File: config.mk
export PLATFORM = sky130hd
export DESIGN_NAME = ems_xlate
export DESIGN_NICKNAME = d
export VERILOG_FILES = /design/src/rtl/ems_pkg.sv /design/src/rtl/ems_map_ram.sv /design/src/rtl/ems_window_decode.sv /design/src/rtl/ems_bank_calc.sv /design/src/rtl/ems_xlate.sv
export SDC_FILE = /design/constraint.sdc
export NUM_CORES = 1
export LEC_CHECK = 0
export ABC_CLOCK_PERIOD_IN_PS = 5200
export CAP_MARGIN = 20
export CORE_AREA = 4 4 336 338
export CTS_BUF_LIST = sky130_fd_sc_hd__clkbuf_8
export CTS_CLUSTER_DIAMETER = 60
export DETAILED_ROUTE_END_ITERATION = 7
export DIE_AREA = 0 0 340 342
export PLACE_DENSITY = 0.49
export RECOVER_POWER = 50
export SLEW_MARGIN = 10
export SYNTH_ARGS = -nofsm -noshare
export SYNTH_HDL_FRONTEND = slang
export SYNTH_HIERARCHICAL = 1
export SYNTH_SLANG_ARGS = --single-unit
File: constraint.sdc
create_clock -name clk -period 5.2 [get_ports clk]
set_input_delay 1.04 -clock clk [delete_from_list [all_inputs] [get_ports clk]]
set_output_delay 1.04 -clock clk [all_outputs]
set_load 0.01 [all_outputs]
File: src/rtl/ems_pkg.sv
package ems_pkg;

  localparam int MAP_W   = 12;
  localparam int SLOT_W  = 5;
  localparam int IDX_W   = SLOT_W + 1;
  localparam int PAGE_SH = 14;
  localparam int SH_W    = 5;

  localparam logic [SH_W-1:0] SH_SMALL = 5'd19;
  localparam logic [SH_W-1:0] SH_BIG   = 5'd21;
  localparam logic [SH_W-1:0] SH_HUGE  = 5'd23;
  localparam logic [3:0]      REV_WIDE = 4'd8;

  typedef struct packed {
    logic [1:0] extra;
    logic       en;
    logic [1:0] bank;
    logic [1:0] hi;
    logic [4:0] page;
  } map_t;

  typedef enum logic [1:0] {
    REG_PASS,
    REG_FOLD,
    REG_WIN,
    REG_OTHER
  } region_e;

endpackage

File: src/rtl/ems_map_ram.sv
module ems_map_ram
  import ems_pkg::*;
#(
  parameter int DEPTH = 1 << IDX_W,
  parameter int WIDTH = MAP_W
) (
  input  logic                     clk,
  input  logic                     we,
  input  logic [$clog2(DEPTH)-1:0] wr_idx,
  input  logic [WIDTH-1:0]         wr_data,
  input  logic [$clog2(DEPTH)-1:0] rd_idx,
  output logic [WIDTH-1:0]         rd_data
);

  logic [WIDTH-1:0] mem [DEPTH];

  always_ff @(posedge clk) begin
    if (we) mem[wr_idx] <= wr_data;
  end

  assign rd_data = mem[rd_idx];

endmodule

File: src/rtl/ems_window_decode.sv
module ems_window_decode
  import ems_pkg::*;
#(
  parameter int ADDR_W = 24
) (
  input  logic [ADDR_W-1:PAGE_SH] blk_addr,
  output region_e                 region,
  output logic [SLOT_W-1:0]       slot
);

  localparam int LO_FIRST = 16;
  localparam int LO_LAST  = 39;
  localparam int HI_FIRST = 48;
  localparam int HI_LAST  = 55;
  localparam int HI_BIAS  = 24;

  logic [5:0] blk;
  logic       first_mb;
  logic       in_lo;
  logic       in_hi;
  logic       in_top;
  logic [5:0] slot_full;

  always_comb begin
    blk      = blk_addr[19:PAGE_SH];
    first_mb = (blk_addr[ADDR_W-1:20] == '0);
    in_lo    = first_mb && (int'(blk) >= LO_FIRST) && (int'(blk) <= LO_LAST);
    in_hi    = first_mb && (int'(blk) >= HI_FIRST) && (int'(blk) <= HI_LAST);
    in_top   = &blk_addr[ADDR_W-1:17];

    if (first_mb && (blk_addr[19:17] == 3'b111))
      region = REG_PASS;
    else if (in_top)
      region = REG_FOLD;
    else if (in_lo || in_hi)
      region = REG_WIN;
    else
      region = REG_OTHER;

    slot_full = in_hi ? (blk - 6'(HI_BIAS)) : (blk - 6'(LO_FIRST));
    slot      = slot_full[SLOT_W-1:0];
  end

endmodule

File: src/rtl/ems_bank_calc.sv
module ems_bank_calc
  import ems_pkg::*;
#(
  parameter int PHYS_W = 25
) (
  input  logic              cfg_big_bank,
  input  logic              cfg_huge_bank,
  input  logic              cfg_alt_bank,
  input  logic [3:0]        cfg_rev,
  input  logic [1:0]        bank,
  output logic [SH_W-1:0]   sel_shift,
  output logic [PHYS_W-1:0] bank_base
);

  localparam int NBANK = 4;
  localparam int EXT_W = PHYS_W + 1;

  logic            wide_rev;
  logic            alt_on;
  logic [SH_W-1:0] sh_lo;
  logic [SH_W-1:0] sh_hi;
  logic [EXT_W-1:0] unit_lo;
  logic [EXT_W-1:0] unit_hi;
  logic [EXT_W-1:0] bases [NBANK];

  always_comb begin
    wide_rev = (cfg_rev == REV_WIDE);
    alt_on   = cfg_alt_bank && (cfg_rev != 4'd0) && (cfg_rev < REV_WIDE);
    if (cfg_big_bank)
      sh_lo = SH_BIG;
    else if (wide_rev && cfg_huge_bank)
      sh_lo = SH_HUGE;
    else
      sh_lo = SH_SMALL;
    if (alt_on)
      sh_hi = cfg_big_bank ? SH_SMALL : SH_BIG;
    else
      sh_hi = sh_lo;
    unit_lo = EXT_W'(1) << sh_lo;
    unit_hi = EXT_W'(1) << sh_hi;
  end

  genvar b;
  generate
    for (b = 0; b < NBANK; b++) begin : g_base
      if (b < 2) begin : g_low
        assign bases[b] = unit_lo * EXT_W'(b);
      end else begin : g_upper
        assign bases[b] = (unit_lo << 1) + unit_hi * EXT_W'(b - 2);
      end
    end
  endgenerate

  always_comb begin
    sel_shift = bank[1] ? sh_hi : sh_lo;
    bank_base = bases[bank][PHYS_W-1:0];
  end

endmodule

File: src/rtl/ems_xlate.sv
module ems_xlate
  import ems_pkg::*;
#(
  parameter int ADDR_W = 24,
  parameter int PHYS_W = 25,
  parameter int MEM_KB = 4096
) (
  input  logic              clk,
  input  logic              rst,
  input  logic              map_we,
  input  logic [IDX_W-1:0]  map_idx,
  input  logic [MAP_W-1:0]  map_data,
  input  logic              cfg_ems_en,
  input  logic              cfg_ctx,
  input  logic              cfg_big_bank,
  input  logic              cfg_huge_bank,
  input  logic              cfg_alt_bank,
  input  logic              cfg_no_reloc,
  input  logic [3:0]        cfg_rev,
  input  logic              req_valid,
  input  logic [ADDR_W-1:0] cpu_addr,
  output logic              out_valid,
  output logic [PHYS_W-1:0] phys_addr,
  output logic              ems_hit,
  output logic              dram_miss
);

  localparam longint unsigned MEM_BYTES = longint'(MEM_KB) * 64'd1024;
  localparam bit              RELOC_OK  = (MEM_KB >= 1024);
  localparam logic [PHYS_W-1:0] ONE_MB  = PHYS_W'(32'h100000);
  localparam logic [PHYS_W-1:0] HOLE    = PHYS_W'(32'h060000);

  region_e          region;
  logic [SLOT_W-1:0] slot;
  logic [MAP_W-1:0] map_raw;
  map_t             map;
  logic [SH_W-1:0]  sel_shift;
  logic [PHYS_W-1:0] bank_base;
  logic [PHYS_W-1:0] addr_ext;
  logic [PHYS_W-1:0] in_bank;
  logic [PHYS_W-1:0] pa_next;
  logic              use_ems;
  logic              miss_next;

  ems_map_ram #(.DEPTH(1 << IDX_W), .WIDTH(MAP_W)) u_map (
    .clk     (clk),
    .we      (map_we),
    .wr_idx  (map_idx),
    .wr_data (map_data),
    .rd_idx  ({cfg_ctx, slot}),
    .rd_data (map_raw)
  );

  ems_window_decode #(.ADDR_W(ADDR_W)) u_dec (
    .blk_addr (cpu_addr[ADDR_W-1:PAGE_SH]),
    .region   (region),
    .slot     (slot)
  );

  assign map = map_t'(map_raw);

  ems_bank_calc #(.PHYS_W(PHYS_W)) u_bank (
    .cfg_big_bank  (cfg_big_bank),
    .cfg_huge_bank (cfg_huge_bank),
    .cfg_alt_bank  (cfg_alt_bank),
    .cfg_rev       (cfg_rev),
    .bank          (map.bank),
    .sel_shift     (sel_shift),
    .bank_base     (bank_base)
  );

  always_comb begin
    addr_ext = PHYS_W'(cpu_addr);
    use_ems  = (region == REG_WIN) && cfg_ems_en && map.en;

    in_bank = PHYS_W'({map.page, cpu_addr[PAGE_SH-1:0]});
    if (sel_shift >= SH_BIG)
      in_bank = in_bank | (PHYS_W'(map.hi) << 19);
    if ((cfg_rev == REV_WIDE) && (sel_shift == SH_HUGE))
      in_bank = in_bank | (PHYS_W'(map.extra) << 21);

    unique case (region)
      REG_PASS: pa_next = addr_ext;
      REG_FOLD: pa_next = PHYS_W'(cpu_addr[19:0]);
      default: begin
        if (use_ems)
          pa_next = in_bank + bank_base;
        else if (RELOC_OK && !cfg_no_reloc && (addr_ext >= ONE_MB))
          pa_next = addr_ext - HOLE;
        else
          pa_next = addr_ext;
      end
    endcase

    miss_next = (64'(pa_next) >= MEM_BYTES);
  end

  always_ff @(posedge clk) begin
    if (rst) begin
      out_valid <= 1'b0;
      phys_addr <= '0;
      ems_hit   <= 1'b0;
      dram_miss <= 1'b0;
    end else begin
      out_valid <= req_valid;
      if (req_valid) begin
        phys_addr <= pa_next;
        ems_hit   <= use_ems;
        dram_miss <= miss_next;
      end
    end
  end

endmodule

==> flow_summary.html, run 1 <==
<table>
<tr><th>Metric</th><th>Value</th></tr>
<tr><th colspan="2">Power and ir drop</th></tr>
<tr><td>Clock network fraction of design power</td><td>0.381</td></tr>
<tr><td>Seq pwr share</td><td>0.535</td></tr>
<tr><td>Cell area power density</td><td>340 nW/µm²</td></tr>
<tr><td>Relative contribution of combinational cells to total power</td><td>0.084</td></tr>
<tr><td>Internal portion of total power</td><td>10.1 mW</td></tr>
<tr><td>Net switching power figure</td><td>3.18 mW</td></tr>
<tr><td>Worst vdd rail ir drop</td><td>203 µV</td></tr>
<tr><td>Leak Pwr</td><td>12.8 nW</td></tr>
<tr><td>Net switching fraction of the power</td><td>0.239</td></tr>
<tr><th colspan="2">Yosys</th></tr>
<tr><td>Cell count after synthesis</td><td>1761</td></tr>
<tr><td>Proportion of register bits with asynchronous set or reset after synthesis</td><td>0</td></tr>
<tr><td>Post-synthesis sequential area ratio</td><td>0.720</td></tr>
<tr><td>Netlist area before placement</td><td>32800 µm²</td></tr>
<tr><td>Most common flop cell mapped by yosys</td><td>sky130_fd_sc_hd__edfxtp_1</td></tr>
<tr><td>Seq cells post-synth</td><td>796</td></tr>
<tr><td>Synthesis warning total</td><td>6</td></tr>
<tr><td>EDFF count, synth</td><td>768</td></tr>
<tr><td>Cell variety after synth</td><td>76</td></tr>
<tr><td>Avg Inst Size Synth</td><td>18.6 µm²</td></tr>
<tr><th colspan="2">Floorplanning</th></tr>
<tr><td>Width of the chip</td><td>340 µm</td></tr>
<tr><td>Initial standard-cell utilization of the core</td><td>0.298</td></tr>
<tr><td>Die height</td><td>342 µm</td></tr>
<tr><td>Area inside the core boundary</td><td>110000 µm²</td></tr>
<tr><td>Die Footprint</td><td>116000 µm²</td></tr>
<tr><td>Top-level I/O count</td><td>84</td></tr>
<tr><td>Placement Rows</td><td>122</td></tr>
<tr><th colspan="2">Placement</th></tr>
<tr><td>I/O Buffers</td><td>83</td></tr>
<tr><td>Placed standard-cell area</td><td>36700 µm²</td></tr>
<tr><td>Placed wire-length estimate</td><td>57800 µm</td></tr>
<tr><td>Instance count after placement with tap cells included</td><td>3464</td></tr>
<tr><td>Pre-CTS WS</td><td>-0.892 ns</td></tr>
<tr><td>Final weighted congestion of routability-driven global placement</td><td>0.861</td></tr>
<tr><th colspan="2">Clock network</th></tr>
<tr><td>Clock Tree Root</td><td>sky130_fd_sc_hd__clkbuf_8</td></tr>
<tr><td>Clock Sinks</td><td>796</td></tr>
<tr><td>TritonCTS clock tree</td><td>built</td></tr>
<tr><td>TritonCTS Buffers</td><td>137</td></tr>
<tr><td>Deepest clock path buffer count</td><td>3</td></tr>
<tr><td>Clock slew seen by the registers of the worst setup and hold paths</td><td>0.06 ns</td></tr>
<tr><td>Clock insertion delay at the later pin of the skew report</td><td>0.77 ns</td></tr>
<tr><td>Post-CTS Hold Fix Bufs</td><td>0</td></tr>
<tr><td>H-tree levels</td><td>4</td></tr>
<tr><th colspan="2">Drt</th></tr>
<tr><td>Count of unresolved DRC violations after routing</td><td>0</td></tr>
<tr><td>Routed wire length</td><td>89500 µm</td></tr>
<tr><td>Number of vias per cell</td><td>4.92</td></tr>
<tr><td>Total iterations of the first detailed-routing run</td><td>5</td></tr>
<tr><td>Number of nets with antenna violations after routing</td><td>0</td></tr>
<tr><td>Detailed Route Iter0 Violations</td><td>1594</td></tr>
<tr><td>Routed wire length per instance</td><td>24.1 µm</td></tr>
<tr><td>Via Count</td><td>18229</td></tr>
<tr><th colspan="2">Status</th></tr>
<tr><td>Result of the run</td><td>complete, but fails checks</td></tr>
<tr><td>Violated checks</td><td>capacitance limit, slew limit</td></tr>
<tr><th colspan="2">Timing</th></tr>
<tr><td>Max Slew Vio Count</td><td>772</td></tr>
<tr><td>Worst Max-Slew Pin Slew</td><td>3.76 ns</td></tr>
<tr><td>Total negative slack</td><td>0 ns</td></tr>
<tr><td>Share of the clock period used by the worst path after layout</td><td>0.992</td></tr>
<tr><td>Achievable clock frequency</td><td>0.194 GHz</td></tr>
<tr><td>Final worst slack</td><td>0.0415 ns</td></tr>
<tr><td>Slew Limit Headroom</td><td>-1.51</td></tr>
<tr><td>Final Hold Violating Endpoints</td><td>0</td></tr>
<tr><td>Final Critical Period</td><td>5.16 ns</td></tr>
<tr><td>Worst clock skew</td><td>0.0375 ns</td></tr>
<tr><td>Total setup violations reported at the end of the flow</td><td>0</td></tr>
<tr><th colspan="2">Critical path</th></tr>
<tr><td>Setup Crit Path Kind</td><td>in2reg</td></tr>
<tr><td>Kind of end point of the critical path</td><td>flop</td></tr>
<tr><td>Largest fanout on the critical path</td><td>5</td></tr>
<tr><td>Crit path DAT</td><td>5.79 ns</td></tr>
<tr><td>Length in cells of the worst reg-to-reg path</td><td>18</td></tr>
<tr><td>R2R Path End</td><td>dram_miss</td></tr>
<tr><td>Required @ worst endpoint</td><td>5.83 ns</td></tr>
<tr><td>RR Startpoint</td><td>u_map/mem[63][8]</td></tr>
<tr><td>Setup slack on the worst flop-to-flop path</td><td>0.78 ns</td></tr>
<tr><td>Startpoint class of the critical path</td><td>input pin</td></tr>
<tr><th colspan="2">GRT</th></tr>
<tr><td>First-pass GRT wire length</td><td>132000 µm</td></tr>
<tr><td>Grt total ovfl</td><td>0</td></tr>
<tr><td>Number of global-route vias before repair</td><td>19048</td></tr>
<tr><td>Maximum number of pins on one net before global-route repair</td><td>65</td></tr>
<tr><td>Global-route total usage across every layer</td><td>0.154</td></tr>
<tr><td>Initial antenna violation count</td><td>4</td></tr>
<tr><th colspan="2">Layout</th></tr>
<tr><td>Design Area, Final</td><td>39100 µm²</td></tr>
<tr><td>Utilization of the core after routing</td><td>0.355</td></tr>
<tr><td>Fraction of layout cells with a size suffix above 1</td><td>0.280</td></tr>
<tr><td>Final Non-Filler Cells</td><td>3706</td></tr>
<tr><td>Final nets</td><td>2202</td></tr>
<tr><td>Layout Area Growth over Synthesis</td><td>19.1%</td></tr>
<tr><th colspan="2">Job</th></tr>
<tr><td>Max-cap violations</td><td>12</td></tr>
<tr><th colspan="2">Hold path</th></tr>
<tr><td>Hold Crit Start</td><td>phys_addr[19]</td></tr>
<tr><td>HP Class</td><td>reg2reg</td></tr>
<tr><td>Worst Hold Path EP</td><td>phys_addr[19]</td></tr>
<tr><td>Hold Path Stages</td><td>2</td></tr>
</table>
==> final cells by class <==
cell class,count,area [µm²]
diodes,4,10.0
clock buffers,140,1930
clock inverters,93,479
fillers,10326,71000
inverters,14,52.6
multi-input cells,852,8570
flip-flops and latches,796,23600
well taps,1488,1860
repair buffers,319,2570
==> routing by layer <==
| layer | vias to the layer above | share of wire | GRT usage |
|---|---|---|---|
| met5 | - | 0.00011 | 0 |
| met1 | 9570 | 0.45 | 0.212 |
| met2 | 582 | 0.47 | 0.243 |
| met3 | 142 | 0.061 | 0.0338 |
| li1 | 7933 | - | - |
| met4 | 2 | 0.025 | 0.0478 |
==> through the flow <==
stage | power, mW | hold slack [ns]
after floorplan | 7.83 | 0.471
after global placement | 8.33 | 0.452
after detailed placement | 8.34 | 0.459
after CTS | 13.5 | 0.467
after global routing | 13.9 | 0.488
final | 13.3 | 0.467
==> cell families (layout without fill, tap and decap cells) <==
kind of cell	Yosys count	after routing	share of synthesized area
xor+xnor	17	17	0.00454
fa+ha+maj	26	26	0.0101
flops	796	796	0.720
buf+inv	133	566	0.0230
compound gates	241	241	0.0524
simple gates	324	324	0.0484
mux	222	222	0.141
other cells	2	26	0.000229
==> flip-flops by register name (all words and copies together), names as in the netlist <==
signal	cells
ems_hit	1
out_valid	1
phys_addr	25
dram_miss	1
u_map/mem	768
==> synthesized netlist by cell type (24+ instances only) <==
cell | number | area (µm²)
sky130_fd_sc_hd__mux4_2 | 192 | 4320
sky130_fd_sc_hd__nand2_1 | 57 | 214
sky130_fd_sc_hd__a211oi_1 | 24 | 180
sky130_fd_sc_hd__buf_4 | 36 | 270
sky130_fd_sc_hd__o22ai_1 | 25 | 156
sky130_fd_sc_hd__nor2_1 | 122 | 458
sky130_fd_sc_hd__nand3_1 | 26 | 130
sky130_fd_sc_hd__clkbuf_1 | 45 | 169
sky130_fd_sc_hd__dfxtp_1 | 28 | 561
sky130_fd_sc_hd__ha_1 | 25 | 313
sky130_fd_sc_hd__edfxtp_1 | 768 | 23100
sky130_fd_sc_hd__nor3_1 | 24 | 120
sky130_fd_sc_hd__a21oi_1 | 43 | 215
sky130_fd_sc_hd__o21ai_0 | 27 | 135
==> power groups by stage <==
stage,Combinational [mW],Sequential [mW],Clock (mW)
2_1_floorplan,0.586,7.24,0
3_3_place_gp,1.09,7.23,0
3_5_place_dp,1.10,7.24,0
4_1_cts,1.11,7.10,5.26
5_1_grt,1.19,7.12,5.55
6_report,1.11,7.12,5.07
==> critical path, stage by stage <==
cell and delay [ns]:
sky130_fd_sc_hd__clkdlybuf4s50_1 0.47, sky130_fd_sc_hd__nor4_4 0.33, sky130_fd_sc_hd__a31o_4 0.29, sky130_fd_sc_hd__buf_4 0.16, sky130_fd_sc_hd__nand2b_1 0.12, sky130_fd_sc_hd__o22ai_1 0.10
sky130_fd_sc_hd__o21ai_0 0.23, sky130_fd_sc_hd__a32o_2 0.30, sky130_fd_sc_hd__nand3b_4 0.11, sky130_fd_sc_hd__o21ai_2 0.16, sky130_fd_sc_hd__and2_1 0.18, sky130_fd_sc_hd__nand4_1 0.12
sky130_fd_sc_hd__nor4bb_2 0.35, sky130_fd_sc_hd__and2_1 0.18, sky130_fd_sc_hd__ha_1 0.24, sky130_fd_sc_hd__a21o_1 0.22, sky130_fd_sc_hd__or3_1 0.31, sky130_fd_sc_hd__o31a_1 0.25
sky130_fd_sc_hd__a21o_1 0.20, sky130_fd_sc_hd__a221oi_2 0.28, sky130_fd_sc_hd__a311oi_1 0.13
==> worst max path at each step <==
stage	start	end	slack, ns	cells after the start
6_report	cpu_addr[22]	dram_miss	0.04	21
5_1_grt	cpu_addr[17]	dram_miss	-0.06	21
4_1_cts	cpu_addr[20]	phys_addr[23]	0.05	24
3_5_place_dp	cpu_addr[20]	phys_addr[23]	-0.89	24
3_3_place_gp	cpu_addr[20]	dram_miss	-0.73	24
2_1_floorplan	cpu_addr[14]	dram_miss	0.004	22
==> timing repair <==
item / CTS / global route
gates resized for setup: 2 / 11
buffers inserted: 2 / 3
pin swaps: 1 / 10
endpoints found under the setup margin: 2 / 4
==> cells in the final DEF (no fill, tap or decap), types with 8 or more instances in the layout <==
master                            netlist  routed
sky130_fd_sc_hd__a311oi_1              12      12
sky130_fd_sc_hd__edfxtp_1             768     768
sky130_fd_sc_hd__nor2b_1               17      16
sky130_fd_sc_hd__mux2i_1               22      22
sky130_fd_sc_hd__ha_1                  25      25
sky130_fd_sc_hd__clkbuf_1              45      20
sky130_fd_sc_hd__nand2b_1              23      23
sky130_fd_sc_hd__nand2_1               57      57
sky130_fd_sc_hd__clkinv_1               0      25
sky130_fd_sc_hd__nor2_1               122     122
sky130_fd_sc_hd__o22ai_1               25      24
sky130_fd_sc_hd__conb_1                 2      22
sky130_fd_sc_hd__a22oi_1                9       9
sky130_fd_sc_hd__nand4_1                8       8
sky130_fd_sc_hd__buf_4                 36     212
sky130_fd_sc_hd__nand3_1               26      26
sky130_fd_sc_hd__o221ai_1              18      18
sky130_fd_sc_hd__a31oi_1               13      13
sky130_fd_sc_hd__clkbuf_8               0     140
sky130_fd_sc_hd__dfxtp_1               28      28
sky130_fd_sc_hd__clkdlybuf4s50_1        0      63
sky130_fd_sc_hd__a21oi_1               43      43
sky130_fd_sc_hd__inv_1                 14      62
sky130_fd_sc_hd__xnor2_1               12      12
sky130_fd_sc_hd__mux2_2                 8       8
sky130_fd_sc_hd__o21ai_0               27      25
sky130_fd_sc_hd__nor3_1                24      21
sky130_fd_sc_hd__a211oi_1              24      23
sky130_fd_sc_hd__a21o_1                11      11
sky130_fd_sc_hd__mux4_2               192     192
sky130_fd_sc_hd__buf_2                 18      10
Power figures use the tool's default switching activity.
==> run 2: changes to the inputs <==
--- a/config.mk
+++ b/config.mk
@@ -14,7 +14,7 @@
 export DIE_AREA = 0 0 340 342
 export PLACE_DENSITY = 0.49
 export RECOVER_POWER = 50
-export SLEW_MARGIN = 10
+export SLEW_MARGIN = 0
 export SYNTH_ARGS = -nofsm -noshare
 export SYNTH_HDL_FRONTEND = slang
 export SYNTH_HIERARCHICAL = 1
==> results of run 2 <==
No change in the layout: final DEF, timing and power equal those of run 1.
